===== src/rtl/ring_dma_pkg.sv =====
package ring_dma_pkg;

  // register byte offsets
  localparam logic [7:0] OFS_CMD   = 8'h00;
  localparam logic [7:0] OFS_STAT  = 8'h0C;
  localparam logic [7:0] OFS_ISTAT = 8'h10;
  localparam logic [7:0] OFS_ICLR  = 8'h1C;
  localparam logic [7:0] OFS_CTRL  = 8'h24;
  localparam logic [7:0] OFS_CFG   = 8'h28;
  localparam logic [7:0] OFS_SRC   = 8'h34;
  localparam logic [7:0] OFS_TRG   = 8'h3C;
  localparam logic [7:0] OFS_LEN   = 8'h44;
  localparam logic [7:0] OFS_XSTAT = 8'h54;

  localparam logic [3:0]  DIR_TO_PERIPH = 4'd4;
  localparam logic [3:0]  DIR_TO_MEM    = 4'd2;
  localparam logic [1:0]  MODE_RING     = 2'd2;
  localparam logic [31:0] LEN_MASK      = 32'h3FFF_FFFC;

  typedef enum logic [2:0] {
    S_IDLE, S_RD, S_PUSH, S_PULL, S_WR, S_HOLD
  } chanState_e;

  // control -> datapath
  typedef struct packed {
    logic start;
    logic capture;
    logic wordDone;
  } dpStrobe_t;

  // datapath -> control: ring position
  typedef struct packed {
    logic periodEnd;
    logic ringEnd;
    logic burstEnd;
  } dpFlag_t;

  // datapath -> control: decoded setup and command events
  typedef struct packed {
    logic goReq;
    logic haltReq;
    logic dirOk;
    logic toPeriph;
    logic lenOk;
    logic ringMode;
    logic flowEn;
    logic pauseReq;
  } chanCfg_t;

  typedef struct packed {
    logic xferEn;
    logic paused;
  } chanStat_t;

endpackage


===== src/rtl/ring_dma_dp.sv =====
module ring_dma_dp
  import ring_dma_pkg::*;
#(
  parameter int DATA_W = 32,
  parameter int REG_AW = 8,
  parameter int PCNT_W = 16
) (
  input  logic              clk,
  input  logic              rstN,
  input  logic [REG_AW-1:0] regAddr,
  input  logic              regWr,
  input  logic [DATA_W-1:0] regWdata,
  output logic [DATA_W-1:0] regRdata,
  input  dpStrobe_t         stb,
  input  chanStat_t         stat,
  output chanCfg_t          cfg,
  output dpFlag_t           flag,
  output logic [DATA_W-1:0] curAddr,
  input  logic [DATA_W-1:0] memRdata,
  input  logic [DATA_W-1:0] rxData,
  output logic [DATA_W-1:0] holdData,
  output logic [PCNT_W-1:0] periodCnt,
  output logic              intPend
);

  localparam int WORD_W  = DATA_W - 2;
  localparam int RING_W  = 3;
  localparam int BURST_W = 4;
  localparam logic [DATA_W-1:0] STEP = DATA_W'(4);

  logic [DATA_W-1:0] ctrlReg, cfgReg, srcReg, trgReg, lenReg;
  logic              cmdBit;
  logic [WORD_W-1:0] wordIdx, periodWords;
  logic [RING_W-1:0] ringIdx, ringLast;
  logic [BURST_W-1:0] burstIdx, burstLast;
  logic [DATA_W-1:0] baseAddr;
  logic              locked;

  function automatic logic hit(input logic [REG_AW-1:0] a, input logic [7:0] ofs);
    return a == REG_AW'(ofs);
  endfunction

  assign locked = stat.xferEn;

  // decoded setup
  assign cfg.toPeriph = ctrlReg[15:12] == DIR_TO_PERIPH;
  assign cfg.dirOk    = cfg.toPeriph || (ctrlReg[15:12] == DIR_TO_MEM);
  assign cfg.ringMode = ctrlReg[9:8] == MODE_RING;
  assign cfg.flowEn   = ctrlReg[1];
  assign cfg.pauseReq = ctrlReg[0];
  assign cfg.goReq    = regWr && hit(regAddr, OFS_CMD) && regWdata[0];
  assign cfg.haltReq  = regWr && hit(regAddr, OFS_CMD) && !regWdata[0];

  assign periodWords = lenReg[DATA_W-1:2];
  assign cfg.lenOk   = |periodWords;
  assign ringLast    = cfg.toPeriph ? cfgReg[30:28] : cfgReg[26:24];
  assign burstLast   = cfgReg[23:20];
  assign baseAddr    = cfg.toPeriph ? srcReg : trgReg;

  assign flag.periodEnd = wordIdx == (periodWords - WORD_W'(1));
  assign flag.ringEnd   = flag.periodEnd && (ringIdx == ringLast);
  assign flag.burstEnd  = burstIdx == burstLast;

  assign holdData = holdReg;
  logic [DATA_W-1:0] holdReg;

  // software-visible registers
  always_ff @(posedge clk or negedge rstN) begin
    if (!rstN) begin
      cmdBit  <= 1'b0;
      ctrlReg <= '0;
      cfgReg  <= '0;
      srcReg  <= '0;
      trgReg  <= '0;
      lenReg  <= '0;
    end else if (regWr) begin
      if (hit(regAddr, OFS_CMD)) cmdBit <= regWdata[0];
      if (hit(regAddr, OFS_CTRL)) begin
        if (locked) ctrlReg[0] <= regWdata[0];
        else        ctrlReg    <= regWdata;
      end
      if (!locked) begin
        if (hit(regAddr, OFS_CFG)) cfgReg <= regWdata;
        if (hit(regAddr, OFS_SRC)) srcReg <= regWdata;
        if (hit(regAddr, OFS_TRG)) trgReg <= regWdata;
        if (hit(regAddr, OFS_LEN)) lenReg <= regWdata & LEN_MASK;
      end
    end
  end

  // interrupt flag: a period end wins over a clear in the same cycle
  always_ff @(posedge clk or negedge rstN) begin
    if (!rstN) intPend <= 1'b0;
    else if (stb.wordDone && flag.periodEnd) intPend <= 1'b1;
    else if (regWr && hit(regAddr, OFS_ICLR) && regWdata[0]) intPend <= 1'b0;
  end

  // ring position, address and period count
  always_ff @(posedge clk or negedge rstN) begin
    if (!rstN) begin
      wordIdx   <= '0;
      ringIdx   <= '0;
      burstIdx  <= '0;
      periodCnt <= '0;
      curAddr   <= '0;
    end else if (stb.start) begin
      wordIdx   <= '0;
      ringIdx   <= '0;
      burstIdx  <= '0;
      periodCnt <= '0;
      curAddr   <= baseAddr;
    end else if (stb.wordDone) begin
      burstIdx <= (flag.burstEnd || flag.periodEnd) ? '0 : burstIdx + BURST_W'(1);
      if (flag.periodEnd) begin
        wordIdx   <= '0;
        periodCnt <= periodCnt + PCNT_W'(1);
        if (flag.ringEnd) begin
          ringIdx <= '0;
          curAddr <= baseAddr;
        end else begin
          ringIdx <= ringIdx + RING_W'(1);
          curAddr <= curAddr + STEP;
        end
      end else begin
        wordIdx <= wordIdx + WORD_W'(1);
        curAddr <= curAddr + STEP;
      end
    end
  end

  // word holding register, shared by both directions
  always_ff @(posedge clk or negedge rstN) begin
    if (!rstN) holdReg <= '0;
    else if (stb.capture) holdReg <= cfg.toPeriph ? memRdata : rxData;
  end

  // read mux
  always_comb begin
    regRdata = '0;
    if (hit(regAddr, OFS_CMD))   regRdata = DATA_W'(cmdBit);
    if (hit(regAddr, OFS_STAT))  regRdata = DATA_W'({stat.paused, stat.xferEn});
    if (hit(regAddr, OFS_ISTAT)) regRdata = DATA_W'(intPend);
    if (hit(regAddr, OFS_CTRL))  regRdata = ctrlReg;
    if (hit(regAddr, OFS_CFG))   regRdata = cfgReg;
    if (hit(regAddr, OFS_SRC))   regRdata = srcReg;
    if (hit(regAddr, OFS_TRG))   regRdata = trgReg;
    if (hit(regAddr, OFS_LEN))   regRdata = lenReg;
    if (hit(regAddr, OFS_XSTAT)) regRdata = DATA_W'(periodCnt);
  end

endmodule


===== src/rtl/ring_dma_ctrl.sv =====
module ring_dma_ctrl
  import ring_dma_pkg::*;
(
  input  logic      clk,
  input  logic      rstN,
  input  chanCfg_t  cfg,
  input  dpFlag_t   flag,
  input  logic      memAck,
  input  logic      txReady,
  input  logic      rxValid,
  output dpStrobe_t stb,
  output chanStat_t stat,
  output logic      memReq,
  output logic      memWe,
  output logic      txValid,
  output logic      rxReady
);

  chanState_e state, nextState, firstState;
  logic haltPend, haltNow, boundary;

  assign firstState = cfg.toPeriph ? S_RD : S_PULL;
  assign haltNow    = haltPend || cfg.haltReq;
  assign boundary   = flag.burstEnd || flag.periodEnd;

  always_comb begin
    stb       = '0;
    nextState = state;
    unique case (state)
      S_IDLE: if (cfg.goReq && cfg.dirOk && cfg.lenOk) begin
        stb.start = 1'b1;
        nextState = firstState;
      end
      S_RD: if (memAck) begin
        stb.capture = 1'b1;
        nextState   = S_PUSH;
      end
      S_PUSH: if (txReady || !cfg.flowEn) stb.wordDone = 1'b1;
      S_PULL: if (rxValid || !cfg.flowEn) begin
        stb.capture = 1'b1;
        nextState   = S_WR;
      end
      S_WR:   if (memAck) stb.wordDone = 1'b1;
      S_HOLD: begin
        if (haltNow)            nextState = S_IDLE;
        else if (!cfg.pauseReq) nextState = firstState;
      end
      default: nextState = S_IDLE;
    endcase
    if (stb.wordDone) begin
      if (flag.ringEnd && !cfg.ringMode)  nextState = S_IDLE;
      else if (boundary && haltNow)       nextState = S_IDLE;
      else if (boundary && cfg.pauseReq)  nextState = S_HOLD;
      else                                nextState = firstState;
    end
  end

  always_ff @(posedge clk or negedge rstN) begin
    if (!rstN) begin
      state    <= S_IDLE;
      haltPend <= 1'b0;
    end else begin
      state <= nextState;
      if (nextState == S_IDLE) haltPend <= 1'b0;
      else if (cfg.haltReq)    haltPend <= 1'b1;
    end
  end

  assign stat.xferEn = state != S_IDLE;
  assign stat.paused = state == S_HOLD;
  assign memReq      = (state == S_RD) || (state == S_WR);
  assign memWe       = state == S_WR;
  assign txValid     = state == S_PUSH;
  assign rxReady     = state == S_PULL;

endmodule


===== src/rtl/ring_dma_chan.sv =====
module ring_dma_chan
  import ring_dma_pkg::*;
#(
  parameter int DATA_W = 32,
  parameter int REG_AW = 8,
  parameter int PCNT_W = 16
) (
  input  logic              clk,
  input  logic              rstN,
  input  logic [REG_AW-1:0] regAddr,
  input  logic              regWr,
  input  logic [DATA_W-1:0] regWdata,
  output logic [DATA_W-1:0] regRdata,
  output logic              memReq,
  output logic              memWe,
  output logic [DATA_W-1:0] memAddr,
  output logic [DATA_W-1:0] memWdata,
  input  logic [DATA_W-1:0] memRdata,
  input  logic              memAck,
  output logic              txValid,
  output logic [DATA_W-1:0] txData,
  input  logic              txReady,
  input  logic              rxValid,
  input  logic [DATA_W-1:0] rxData,
  output logic              rxReady,
  output logic              irq
);

  dpStrobe_t stb;
  dpFlag_t   flag;
  chanCfg_t  cfg;
  chanStat_t stat;
  logic [DATA_W-1:0] holdData;
  logic [PCNT_W-1:0] periodCnt;
  logic              intPend;

  ring_dma_dp #(.DATA_W(DATA_W), .REG_AW(REG_AW), .PCNT_W(PCNT_W)) u_dp (
    .clk(clk), .rstN(rstN),
    .regAddr(regAddr), .regWr(regWr), .regWdata(regWdata), .regRdata(regRdata),
    .stb(stb), .stat(stat), .cfg(cfg), .flag(flag),
    .curAddr(memAddr), .memRdata(memRdata), .rxData(rxData),
    .holdData(holdData), .periodCnt(periodCnt), .intPend(intPend)
  );

  ring_dma_ctrl u_ctrl (
    .clk(clk), .rstN(rstN),
    .cfg(cfg), .flag(flag),
    .memAck(memAck), .txReady(txReady), .rxValid(rxValid),
    .stb(stb), .stat(stat),
    .memReq(memReq), .memWe(memWe), .txValid(txValid), .rxReady(rxReady)
  );

  assign txData   = holdData;
  assign memWdata = holdData;
  assign irq      = intPend;

endmodule


===== config.mk =====
export PLATFORM = sky130hd
export DESIGN_NAME = ring_dma_chan
export DESIGN_NICKNAME = d
export VERILOG_FILES = /design/src/rtl/ring_dma_pkg.sv /design/src/rtl/ring_dma_dp.sv /design/src/rtl/ring_dma_ctrl.sv /design/src/rtl/ring_dma_chan.sv
export SDC_FILE = /design/constraint.sdc
export NUM_CORES = 1
export LEC_CHECK = 0
export ABC_AREA = 1
export BUFFER_PORTS_ARGS = -buffer_cell sky130_fd_sc_hd__clkbuf_2
export CORE_ASPECT_RATIO = 0.9
export CORE_MARGIN = 2
export CORE_UTILIZATION = 39
export CTS_CLUSTER_DIAMETER = 30
export DETAILED_ROUTE_END_ITERATION = 8
export GPL_TIMING_DRIVEN = 0
export PLACE_DENSITY_LB_ADDON = 0.3
export SYNTH_ARGS = -nofsm -noshare
export SYNTH_HDL_FRONTEND = slang
export SYNTH_HIERARCHICAL = 1
export SYNTH_SLANG_ARGS = --single-unit

===== constraint.sdc =====
create_clock -name clk -period 3.5 [get_ports clk]
set_input_delay 0 -clock clk [delete_from_list [all_inputs] [get_ports clk]]
set_output_delay 0 -clock clk [all_outputs]
set_load 0.005 [all_outputs]

Word level (Yosys, flattened, before mapping)
Cells that the tools add are included.
- add/sub/neg operators: 6
- bitwise logic cells: 1
- eq/ne operators: 20
- reduce and logical (&&, ||, !) cells: 39
- mux-type cells: 51
- operators with widths (cell ; count):
    $mux 32 ; 14
    $mux 30 ; 3
    $mux 16 ; 3
    $mux 3 ; 14
    $add 32x3->32 const B ; 1
    $eq 8x6->1 const B ; 4
    $add 30x1->30 const B ; 1
    $eq 30x30->1 ; 1
    $sub 28x1->29 const B ; 1
    $reduce_or 28->1 ; 1
    $add 16x1->16 const B ; 1
    $eq 8x5->1 const B ; 2
    $eq 8x7->1 const B ; 2
    $pmux 3 s5 ; 1
    $reduce_and 3->1 ; 5
    $logic_and 1x1->1 ; 12
    $mux 4 ; 3
    $mux 1 ; 10
    $eq 8x4->1 const B ; 1
    $logic_not 8->1 ; 1
    $reduce_bool 2->1 ; 4
    $eq 3x2->1 const B ; 2
    $eq 3x3->1 const B ; 2
    $logic_not 3->1 ; 2
    other kinds (16) ; 26
- flip-flop bits (word level): 279
- output and inout port bits: 133
- logic and storage cells: 133

Longest topological paths before layout
Gate-level depths: netlist (run 1).
- depth after elaboration: 10
- gate-level depth with buffers: 22
- mapped depth without buffers: 21

By module
The synthesis (run 1) kept the hierarchy.
- by module, submodules not included (module ; seq. area each (µm²) ; cells each ; area an instance (µm²) ; times used):
    ring_dma_dp ; 6881.6 ; 2110 ; 15557.4 ; 1
    ring_dma_ctrl ; 100.1 ; 71 ; 420.4 ; 1
    ring_dma_chan ; 0.0 ; 32 ; 240.2 ; 1

Least setup slack after synthesis (run 1)
OpenSTA, ideal clock, no wires.
- path kind: reg2reg
- start: register u_dp.lenReg[2]
- end: register u_dp.curAddr[28]
- arrival: 2.530 ns
- path slack: 0.852 ns
- cell stages (with the launch flop): 18
- data required time: 3.382 ns
- buffers on the path: 2
- clock period less this slack: 2.648 ns
- setup time: 0.118 ns
- cells stage by stage: dfrtp_1 > inv_2 > ha_1 > nand3_4 > nor2_8 > nand3_4 > nor2_2 > inv_1 > inv_1 > nor2_1 > nand2_1 > inv_1 > nor2_1 > clkinv_1 > clkbuf_1 > clkbuf_1 > nand3_1 > nand2_1
- RTL lines (element ; line ; source):
    start: declaration ; ring_dma_dp.sv:31 ; logic [DATA_W-1:0] ctrlReg, cfgReg, srcReg, trgReg, lenReg;
    start signal: assignment ; ring_dma_dp.sv:86 ; if (hit(regAddr, OFS_LEN)) lenReg <= regWdata & LEN_MASK;
    end signal: assignment ; ring_dma_dp.sv:111 ; curAddr <= baseAddr;
    end signal: assignment ; ring_dma_dp.sv:119 ; curAddr <= baseAddr;
    end signal: assignment ; ring_dma_dp.sv:122 ; curAddr <= curAddr + STEP;
    end: declaration ; ring_dma_dp.sv:18 ; output logic [DATA_W-1:0] curAddr,

==> qor.yml, run 1 <==
placed_area_mm2: 0.0182
power_frac_clock_pct: 44.9
grt_pass1_wl_mm: 95.5
power_switching_mw: 4.48
setup.worst_path.end_class: "flop"
crit_required_ps: 4000
die-area_mm2: 0.0432
ir_drop_mv: 0.388
synth_xor_area_share_pct: 4.46
slew_viol_final: 0
die_w_um: 219
synth_area_mm2: 0.0162
via_per_inst: 5.38
clock_sinks: 279
grt_start_max_net_pins: 111
antenna_found_initial: 1
synthFlopType: "dfrtp_1"
track_usage_pct: 29.0
cp_max_fo: 19
hpwl_mm: 45.8
period_share_pct: 97.1
drcViolationCount: 0
p_sw_share_pct: 31.9
synth_top_area_cell: "dfrtp_1"
finalNetCount: 2749
drt_first_pass_iters: 6
max_freq_mhz: 294
hold_violations: 0
drive_gt1_share_pct: 18.2
wl_mm: 63.0
synthCells: 2213
htreeDepth: 3
clk_latency_ps: 570
hold_ws_ps: 17.4
ant_nets: 0
hold_path.class: "in2async"
area_growth_pct: 33.2
setup_violations: 0
io_pins: 243
muxShareOfSynthArea_pct: 0.741
detailroute.via_count: 17300
yosysTopAreaCellShare_pct: 43.0
synth_top_family_by_area: "simple AND/OR/NAND/NOR gates"
synth_compound_area_share_pct: 12.2
total_leakage_power_nw: 10.8
synth.distinct_cells: 52
combPwrFrac_pct: 27.0
relSlewSlack_pct: 9.48
r2r_end: "u_dp/holdData[28]$_DFFE_PN0P_"
floorplan.initialDensity_pct: 39.7
fillers: 3904
ys_seq_elements: 279
async_reset_ff_share_pct: 100
ys_warn_count: 6
tightest_slew_ps: 1350
synth.avg_cell_area_um2: 7.33
rsz0062_at_grt: "false"
power.density_mw_per_mm2: 650
synth-simple-area-share_pct: 30.3
cts_buffers: 66
port_buffers: 242
clock_skew_ps: 23.4
reg2reg_setup_slack_ps: 100
crit_type: "reg2reg"
core_mm2: 0.0408
wl_per_cell_um: 19.6
grt-ovfl-total: 0
drtIter0Drc: 2100
layout.cells.most_common: "nand2_1"
synth_edf_count: 0
intPower_mw: 9.56
ctsLongestPathBuffers: 3
total_power_mw: 14.0
path_clk_slew_ps: 40
synth_area_leaders: "dfrtp_1 43%, nand2_1 17%, o21ai_0 6.1%"
num_rows: 70
cp_data_arrival_time_ps: 3900
fin_crit_ps: 3400
globalplace.congestion: 0.953
cts-root-buf: "clkbuf_16"
r2r_cells: 9
cts_tree: "built"
synthAdderAreaFrac_pct: 0.463
final_area_mm2: 0.0216
insertedDiodeCount: 0
start_kind: "flop"
seqPwrFrac_pct: 28.2
syn_nets: 2329
rr_startpoint: "u_dp/ctrlReg[12]$_DFFE_PN0P_"
layout_common_cells: "720 x nand2_1, 279 x dfrtp_1, 248 x clkbuf_2, 198 x o21ai_0, 190 x nor2_1"
drv_cap: 0
grt_pass1_vias: 16600
postLayoutCoreUtil_pct: 52.9
status: "finished clean"
die_h_um: 197
ys_seq_area_share_pct: 43.0
==> power groups by stage <==
| stage | sequential (mW) | clock, mW | combinational, mW |
|---|---|---|---|
| 2_1_floorplan | 3.92 | 0 | 1.97 |
| 3_3_place_gp | 3.98 | 0 | 3.13 |
| 3_5_place_dp | 3.99 | 0 | 3.18 |
| 4_1_cts | 3.95 | 6.36 | 3.67 |
| 5_1_grt | 4.00 | 6.54 | 4.18 |
| 6_report | 3.96 | 6.30 | 3.79 |
==> metal layers <==
layer | track usage, % | vias up | wire [um]
met2 | 45.0 | 942 | 27800
li1 | - | 8007 | -
met1 | 39.1 | 8211 | 26400
met5 | 0 | - | 10
met4 | 12.7 | 2 | 2810
met3 | 6.19 | 184 | 6030
==> synthesized netlist by cell type (all sizes together) (4+ instances only) <==
cell     number
nand2       735
o2111ai       7
nor3         33
nor2        214
buf          59
nand3b       14
o21ai       219
nor4          6
xor2         56
a221oi       13
clkbuf       69
mux2i        12
a31oi        39
or2           4
nand3       113
a22o          5
ha            6
o211ai       14
nand4        32
a211oi       13
clkinv        4
inv         195
xnor2        24
a21oi        32
dfrtp       279
==> cells by family after synthesis <==
kind of cell	count (synthesis)
AO/OA/AOI/OAI	350
multiplexers	12
flip-flops	279
AND/OR/NAND/NOR	1158
adder cells (fa/ha/maj)	6
buffers and inverters	327
XOR/XNOR	81
==> final cells by class <==
cell class              count  area, um^2  share of cell area (%)
multi-input cells        1607        7840                    36.3
flip-flops and latches    279        6980                    32.3
repair buffers            353        2360                    10.9
clock buffers              80        1790                    8.27
inverters                 199         757                    3.51
plain buffers             127         703                    3.26
well taps                 540         676                    3.13
clock inverters            38         494                    2.29
==> worst max path at each step <==
stage	startpoint	endpoint	slack, ps	depth (start not counted)
CTS	u_dp/lenReg[2]$_DFFE_PN0P_	u_dp/periodCnt[2]$_DFFE_PN0P_	20	16
finish	u_dp/ctrlReg[12]$_DFFE_PN0P_	u_dp/holdData[28]$_DFFE_PN0P_	100	9
floorplan	u_dp/lenReg[2]$_DFFE_PN0P_	u_dp/curAddr[28]$_DFFE_PN0P_	850	17
global route	u_dp/lenReg[2]$_DFFE_PN0P_	u_ctrl/haltPend$_DFFE_PN0P_	6	20
global placement	rstN	u_dp/srcReg[23]$_DFFE_PN0P_	-3680	1
detailed placement	u_dp/lenReg[2]$_DFFE_PN0P_	u_dp/curAddr[10]$_DFFE_PN0P_	-810	17
==> state kept, by name (all words and copies together) (netlist names), 3 cells and up <==
register,cells
u_dp/cfgReg,32
u_dp/ctrlReg,32
u_dp/curAddr,32
u_dp/holdData,32
u_dp/srcReg,32
u_dp/trgReg,32
u_dp/wordIdx,30
u_dp/lenReg,28
u_dp/periodCnt,16
u_dp/burstIdx,4
u_ctrl/state,3
u_dp/ringIdx,3
==> through the flow <==
step	instances	worst slack, ps	setup TNS [ps]
after floorplan	2213	852	0
after global placement	2995	-3680	-1038300
after detailed placement	2997	-808	-22310
after CTS	3222	22.6	0
after global routing	3223	6.42	0
final	3223	101	0
==> critical path, stage by stage, from the launching register on <==
cell and delay (ps):
dfrtp_1 400, nor2_1 150, nand3_1 180, buf_2 350, inv_1 180, clkbuf_1 610, buf_1 530, nand2_1 150
a31oi_1 190, dlygate4sd3_1 570
==> timing repair <==
| item | in CTS | in global routing |
|---|---|---|
| pin swaps | 1 | 1 |
| setup buffers | 2 | 2 |
| endpoints found under the hold margin | 255 | 0 |
| endpoints found under the setup margin | 48 | 84 |
| gates cloned | 0 | 0 |
| hold buffers | 105 | 0 |
| resized for setup | 9 | 28 |
Note: power is estimated with default switching activity, not from simulation.
==> inputs of run 2 (changes only) <==
- HOLD_SLACK_MARGIN: not set -> 0.08
==> qor.yml, run 2 (synthesis results as in run 1) <==
status: "finished clean"  # unchanged
period_share_pct: 96.9  # was 97.1%
die_h_um: 197  # unchanged
clock_sinks: 279  # unchanged
via_per_inst: 5.38  # about the same
wl_per_cell_um: 19.5  # was 19.6 um
fin_crit_ps: 3390  # was 3400 ps
hold_violations: 0  # unchanged
area_growth_pct: 33.5  # was 33.2%
ant_nets: 0  # unchanged
hold_path.class: "in2reg"  # was in2async
clk_latency_ps: 570  # about the same
floorplan.initialDensity_pct: 39.7  # unchanged
detailroute.via_count: 17400  # was 17300
cp_data_arrival_time_ps: 3890  # was 3900 ps
total_leakage_power_nw: 10.8  # about the same
insertedDiodeCount: 0  # unchanged
drive_gt1_share_pct: 18.2  # about the same
multi_input_area_mm2: 0.00784  # unchanged
globalplace.congestion: 0.953  # unchanged
crit_type: "reg2reg"  # unchanged
fin_tns_setup_ps: 0  # unchanged
track_usage_pct: 29.0  # about the same
cts_tree: "built"  # unchanged
slew_viol_final: 0  # unchanged
seqCellArea_mm2: 0.00698  # unchanged
crit_required_ps: 4000  # about the same
ctsLongestPathBuffers: 3  # unchanged
postLayoutCoreUtil_pct: 53.1  # was 52.9%
io_pins: 243  # unchanged
path_clk_slew_ps: 50  # was 40 ps
antenna_found_initial: 1  # unchanged
rsz0062_at_grt: "false"  # unchanged
cts_buffers: 66  # unchanged
die_w_um: 219  # unchanged
drcViolationCount: 0  # unchanged
port_buffers: 242  # unchanged
cp_max_fo: 19  # unchanged
relSlewSlack_pct: 5.00  # was 9.48%
tightest_slew_ps: 1410  # was 1350 ps
hold_ws_ps: 218  # was 17.4 ps
die-area_mm2: 0.0432  # unchanged
num_rows: 70  # unchanged
fillers: 3899  # was 3904
start_kind: "flop"  # unchanged
power.density_mw_per_mm2: 649  # was 650 mW/mm^2
drt_first_pass_iters: 6  # unchanged
layout_common_cells: "720 x nand2_1, 279 x dfrtp_1, 248 x clkbuf_2, 198 x o21ai_0, 190 x nor2_1"  # unchanged
wl_mm: 63.0  # about the same
setup.worst_path.end_class: "flop"  # unchanged
finalNetCount: 2753  # was 2749
hpwl_mm: 45.8  # unchanged
drtIter0Drc: 2157  # was 2100
max_freq_mhz: 295  # was 294 MHz
layout.cells.most_common: "nand2_1"  # unchanged
clock_skew_ps: 24.6  # was 23.4 ps
htreeDepth: 3  # unchanged
setup_violations: 0  # unchanged
grt_start_max_net_pins: 111  # unchanged
ir_drop_mv: 0.388  # about the same
grt-ovfl-total: 0  # unchanged
core_mm2: 0.0408  # unchanged
drv_cap: 0  # unchanged
grt_pass1_wl_mm: 95.5  # about the same
cts-root-buf: "clkbuf_16"  # unchanged
grt_pass1_vias: 16600  # about the same
-- run 2: cell types whose count changed in the layout (fill, tap and decap cells not counted) --
| cell | before | now |
|---|---|---|
| dlygate4sd3_1 | 105 | 108 |
| buf_16 | 2 | 3 |
-- run 2: final timing paths --
path	startpoint	to	slack, ps	depth (start not counted)
worst max-delay path	u_dp/ctrlReg[12]$_DFFE_PN0P_	u_dp/holdData[28]$_DFFE_PN0P_	110	9
worst min-delay path	rxData[1]	u_dp/holdData[1]$_DFFE_PN0P_	220	4
worst max register to register	u_dp/ctrlReg[12]$_DFFE_PN0P_	u_dp/holdData[28]$_DFFE_PN0P_	110	9
worst min register to register	u_dp/cfgReg[13]$_DFFE_PN0P_	u_dp/cfgReg[13]$_DFFE_PN0P_	480	2
max in group asynchronous	rstN	u_dp/lenReg[16]$_DFFE_PN0P_	1860	5
min in group asynchronous	rstN	u_dp/periodCnt[4]$_DFFE_PN0P_	580	4
-- run 2: stage by stage --
| step | power (mW) | setup WS [ps] | instances | cell area, um^2 |
|---|---|---|---|---|
| after floorplan | 5.89 | 852 | 2213 | 16200 |
| after detailed placement | 7.17 | -808 | 2997 | 18200 |
| final | 14.1 | 110 | 3227 | 21700 |
| after global placement | 7.11 | -3680 | 2995 | 18100 |
| after CTS | 14.0 | 22.6 | 3226 | 21600 |
| after global routing | 14.7 | 6.42 | 3227 | 21700 |
-- run 2: final cells by class --
cell class / instances / area share [%]
plain buffers: 127 / 3.25
clock buffers: 80 / 8.25
clock inverters: 38 / 2.28
inverters: 199 / 3.50
multi-input cells: 1607 / 36.2
flip-flops and latches: 279 / 32.2
well taps: 540 / 3.12
repair buffers: 357 / 11.1
-- run 2: what timing repair did --
action                                  CTS  global route
pin swaps                                 1             1
endpoints found under the setup margin   48            84
resized for setup                         9            28
setup buffers                             2             2
hold buffers                            109             0
hold endpoints to repair                363             0
-- run 2: per-layer routing --
| layer | wire length, um | GRT usage (%) | vias up |
|---|---|---|---|
| met3 | 6040 | 6.20 | 179 |
| li1 | - | - | 8015 |
| met1 | 26200 | 39.0 | 8240 |
| met5 | 10 | 0 | - |
| met2 | 28000 | 45.1 | 926 |
| met4 | 2780 | 12.7 | 2 |
-- run 2: where the power goes --
group | switching (mW) | leakage, nW | internal (mW)
Sequential | 0.355 | 3.66 | 3.60
Clock | 1.99 | 1.12 | 4.30
Combinational | 2.13 | 6.07 | 1.67
Total | 4.48 | 10.8 | 9.57
-- run 2: critical path: stages, from the launching register on --
cell,delay [ps]
dfrtp_1,400
nor2_1,140
nand3_1,180
buf_2,360
inv_1,190
clkbuf_1,590
buf_1,530
nand2_1,150
a31oi_1,190
dlygate4sd3_1,570
==> inputs of run 3 (changes only) <==
- SYNTH_HIERARCHICAL: 1 -> not set
==> qor.yml, run 3 <==
grt_start_max_net_pins: 97  # was 111
crit_required_ps: 3500  # was 4000 ps
cts_tree: "built"  # unchanged
fin_crit_ps: 3380  # was 3390 ps
ys_seq_area_share_pct: 43.6  # was 43.0%
cp_max_fo: 10  # was 19
clock_sinks: 279  # unchanged
synth.distinct_cells: 55  # was 52
tightest_slew_ps: 938  # was 1410 ps
finalNetCount: 2700  # was 2753
yosysTopAreaCellShare_pct: 43.6  # was 43.0%
relSlewSlack_pct: 37.4  # was 5.00%
fillers: 3755  # was 3899
die_w_um: 218  # was 219 um
grt-ovfl-total: 0  # unchanged
ctsLongestPathBuffers: 3  # unchanged
io_pins: 243  # unchanged
fin_tns_setup_ps: 0  # unchanged
num_rows: 70  # unchanged
setup.worst_path.end_class: "primary output"  # was flop
period_share_pct: 96.5  # was 96.9%
core_mm2: 0.0406  # was 0.0408 mm^2
track_usage_pct: 29.7  # was 29.0%
slew_viol_final: 0  # unchanged
synth_top_area_cell: "dfrtp_1"  # unchanged
hold_path.class: "in2reg"  # unchanged
max_freq_mhz: 296  # was 295 MHz
globalplace.congestion: 0.950  # was 0.953
ys_warn_count: 0  # was 6
wl_per_cell_um: 20.0  # was 19.5 um
ys_seq_elements: 279  # unchanged
synth-simple-area-share_pct: 27.8  # was 30.3%
wl_mm: 63.7  # was 63.0 mm
total_leakage_power_nw: 10.7  # was 10.8 nW
drive_gt1_share_pct: 17.9  # was 18.2%
htreeDepth: 3  # unchanged
hpwl_mm: 46.9  # was 45.8 mm
synth.avg_cell_area_um2: 7.44  # was 7.33 um^2
synth_xor_area_share_pct: 5.16  # was 4.46%
muxShareOfSynthArea_pct: 0.312  # was 0.741%
cp_data_arrival_time_ps: 3380  # was 3890 ps
ant_nets: 0  # unchanged
rsz0062_at_grt: "false"  # unchanged
setup_violations: 0  # unchanged
status: "finished clean"  # unchanged
synth_top_family_by_area: "simple AND/OR/NAND/NOR gates"  # unchanged
drtIter0Drc: 2268  # was 2157
cts-root-buf: "clkbuf_16"  # unchanged
synth_area_mm2: 0.0160  # was 0.0162 mm^2
antenna_found_initial: 2  # was 1
grt_pass1_vias: 16500  # was 16600
hold_violations: 0  # unchanged
die-area_mm2: 0.0427  # was 0.0432 mm^2
postLayoutCoreUtil_pct: 53.5  # was 53.1%
ir_drop_mv: 0.349  # was 0.388 mV
floorplan.initialDensity_pct: 39.5  # was 39.7%
start_kind: "input port"  # was flop
area_growth_pct: 35.4  # was 33.5%
synthAdderAreaFrac_pct: 0.547  # was 0.463%
layout_common_cells: "613 x nand2_1, 279 x dfrtp_1, 242 x clkbuf_2, 227 x nor2_1, 207 x o21ai_0"  # was 720 x nand2_1, 279 x dfrtp_1, 248 x clkbuf_2, 198 x o21ai_0, 190 x nor2_1
via_per_inst: 5.40  # was 5.38
synthFlopType: "dfrtp_1"  # unchanged
grt_pass1_wl_mm: 96.6  # was 95.5 mm
synth_edf_count: 0  # unchanged
drt_first_pass_iters: 7  # was 6
detailroute.via_count: 17200  # was 17400
drcViolationCount: 0  # unchanged
synth_area_leaders: "dfrtp_1 44%, nand2_1 14%, o21ai_0 6.5%"  # was dfrtp_1 43%, nand2_1 17%, o21ai_0 6.1%
cts_setup_buffers: 0  # was 2
layout.cells.most_common: "nand2_1"  # unchanged
cts_buffers: 72  # was 66
power.density_mw_per_mm2: 712  # was 649 mW/mm^2
synth_compound_area_share_pct: 14.1  # was 12.2%
crit_type: "in2out"  # was reg2reg
drv_cap: 0  # unchanged
clock_skew_ps: 27.2  # was 24.6 ps
yosysMostFrequentCell: "nand2_1"  # unchanged
path_clk_slew_ps: 40  # was 50 ps
synthCells: 2155  # was 2213
synth_commonest_cells: "613 x nand2_1, 279 x dfrtp_1, 228 x nor2_1"  # was 720 x nand2_1, 279 x dfrtp_1, 198 x o21ai_0
port_buffers: 242  # unchanged
clk_latency_ps: 580  # was 570 ps
die_h_um: 196  # was 197 um
syn_nets: 2272  # was 2329
async_reset_ff_share_pct: 100  # unchanged
run 3: changes by cell type in the layout (fill, tap and decap cells not counted), sizes merged, moves of 9 or more:
cell,before,now
a211oi,13,4
a21oi,32,53
clkinv,23,14
inv,200,191
clkbuf,391,410
o21ai,219,246
nand2,735,623
nand3,113,103
nor2,214,247
run 3: worst paths after layout:
check	startpoint	endpoint	slack, ps	depth (start not counted)
max	regAddr[2]	regRdata[14]	120	13
min	regAddr[0]	u_ctrl.haltPend$_DFFE_PN0P_	220	8
max reg2reg	u_dp.ctrlReg[14]$_DFFE_PN0P_	u_dp.holdData[21]$_DFFE_PN0P_	200	8
min reg2reg	u_dp.ctrlReg[21]$_DFFE_PN0P_	u_dp.ctrlReg[21]$_DFFE_PN0P_	480	2
max in group asynchronous	rstN	u_dp.srcReg[22]$_DFFE_PN0P_	2110	5
min in group asynchronous	rstN	u_dp.periodCnt[14]$_DFFE_PN0P_	540	4
run 3: metrics by stage:
step	cells	setup WS (ps)	power (mW)	cell area [um^2]	hold slack (ps)
after floorplan	2155	1150	6.36	16000	-296
after global placement	2937	-3640	7.87	17900	247
after detailed placement	2940	2.64	7.94	18000	-57.5
after CTS	3179	30.9	15.3	21700	182
after global routing	3180	32.7	16.2	21700	251
final	3181	121	15.4	21700	217
run 3: cell type report:
cell class	count	area, um^2	area share [%]
multi-input combinational	1564	7710	35.5
sequential	279	6980	32.2
timing repair buffer	355	2410	11.1
clock buffer	102	2160	9.96
inverter	190	713	3.29
tap	540	676	3.12
buffer	121	644	2.97
clock inverter	28	387	1.78
antenna	2	5.00	0.0231
run 3: routing by layer:
layer / routed length (um) / up-vias / global-route usage, %
met3: 6140 / 157 / 6.57
met5: 10 / - / 0
met4: 2340 / 2 / 11.8
met1: 27800 / 8255 / 42.0
li1: - / 7909 / -
met2: 27400 / 863 / 44.0
run 3: power by group:
part           internal (mW)  switching, mW
Sequential              3.68          0.459
Clock                   4.91           2.00
Combinational           1.82           2.56
Total                   10.4           5.02
run 3: critical path: stages:
cell,delay (ps)
dlygate4sd3_1,560
clkbuf_2,110
inv_1,120
nor3_1,80
dlygate4sd3_1,550
inv_1,100
nor2_2,90
inv_1,150
clkbuf_1,540
o21ai_0,220
a21oi_1,460
o21ai_0,200
clkbuf_2,160
run 3: cell families (layout without fill, tap and decap cells):
logic type | after synthesis | in the layout
muxes | 5 | 5
other | 0 | 2
xor gates and xnor gates | 92 | 92
buffers and inverters | 312 | 796
adders and majority gates | 7 | 7
and+or+nand+nor | 1057 | 1057
DFF | 279 | 279
AOI/OAI and AO/OA | 403 | 403
run 3: timing repair:
| item | 4_1_cts | 5_1_grt |
|---|---|---|
| resized for setup | 1 | 8 |
| endpoints found under the hold margin | 407 | 1 |
| hold buffers | 109 | 1 |
| setup endpoints to repair | 3 | 42 |
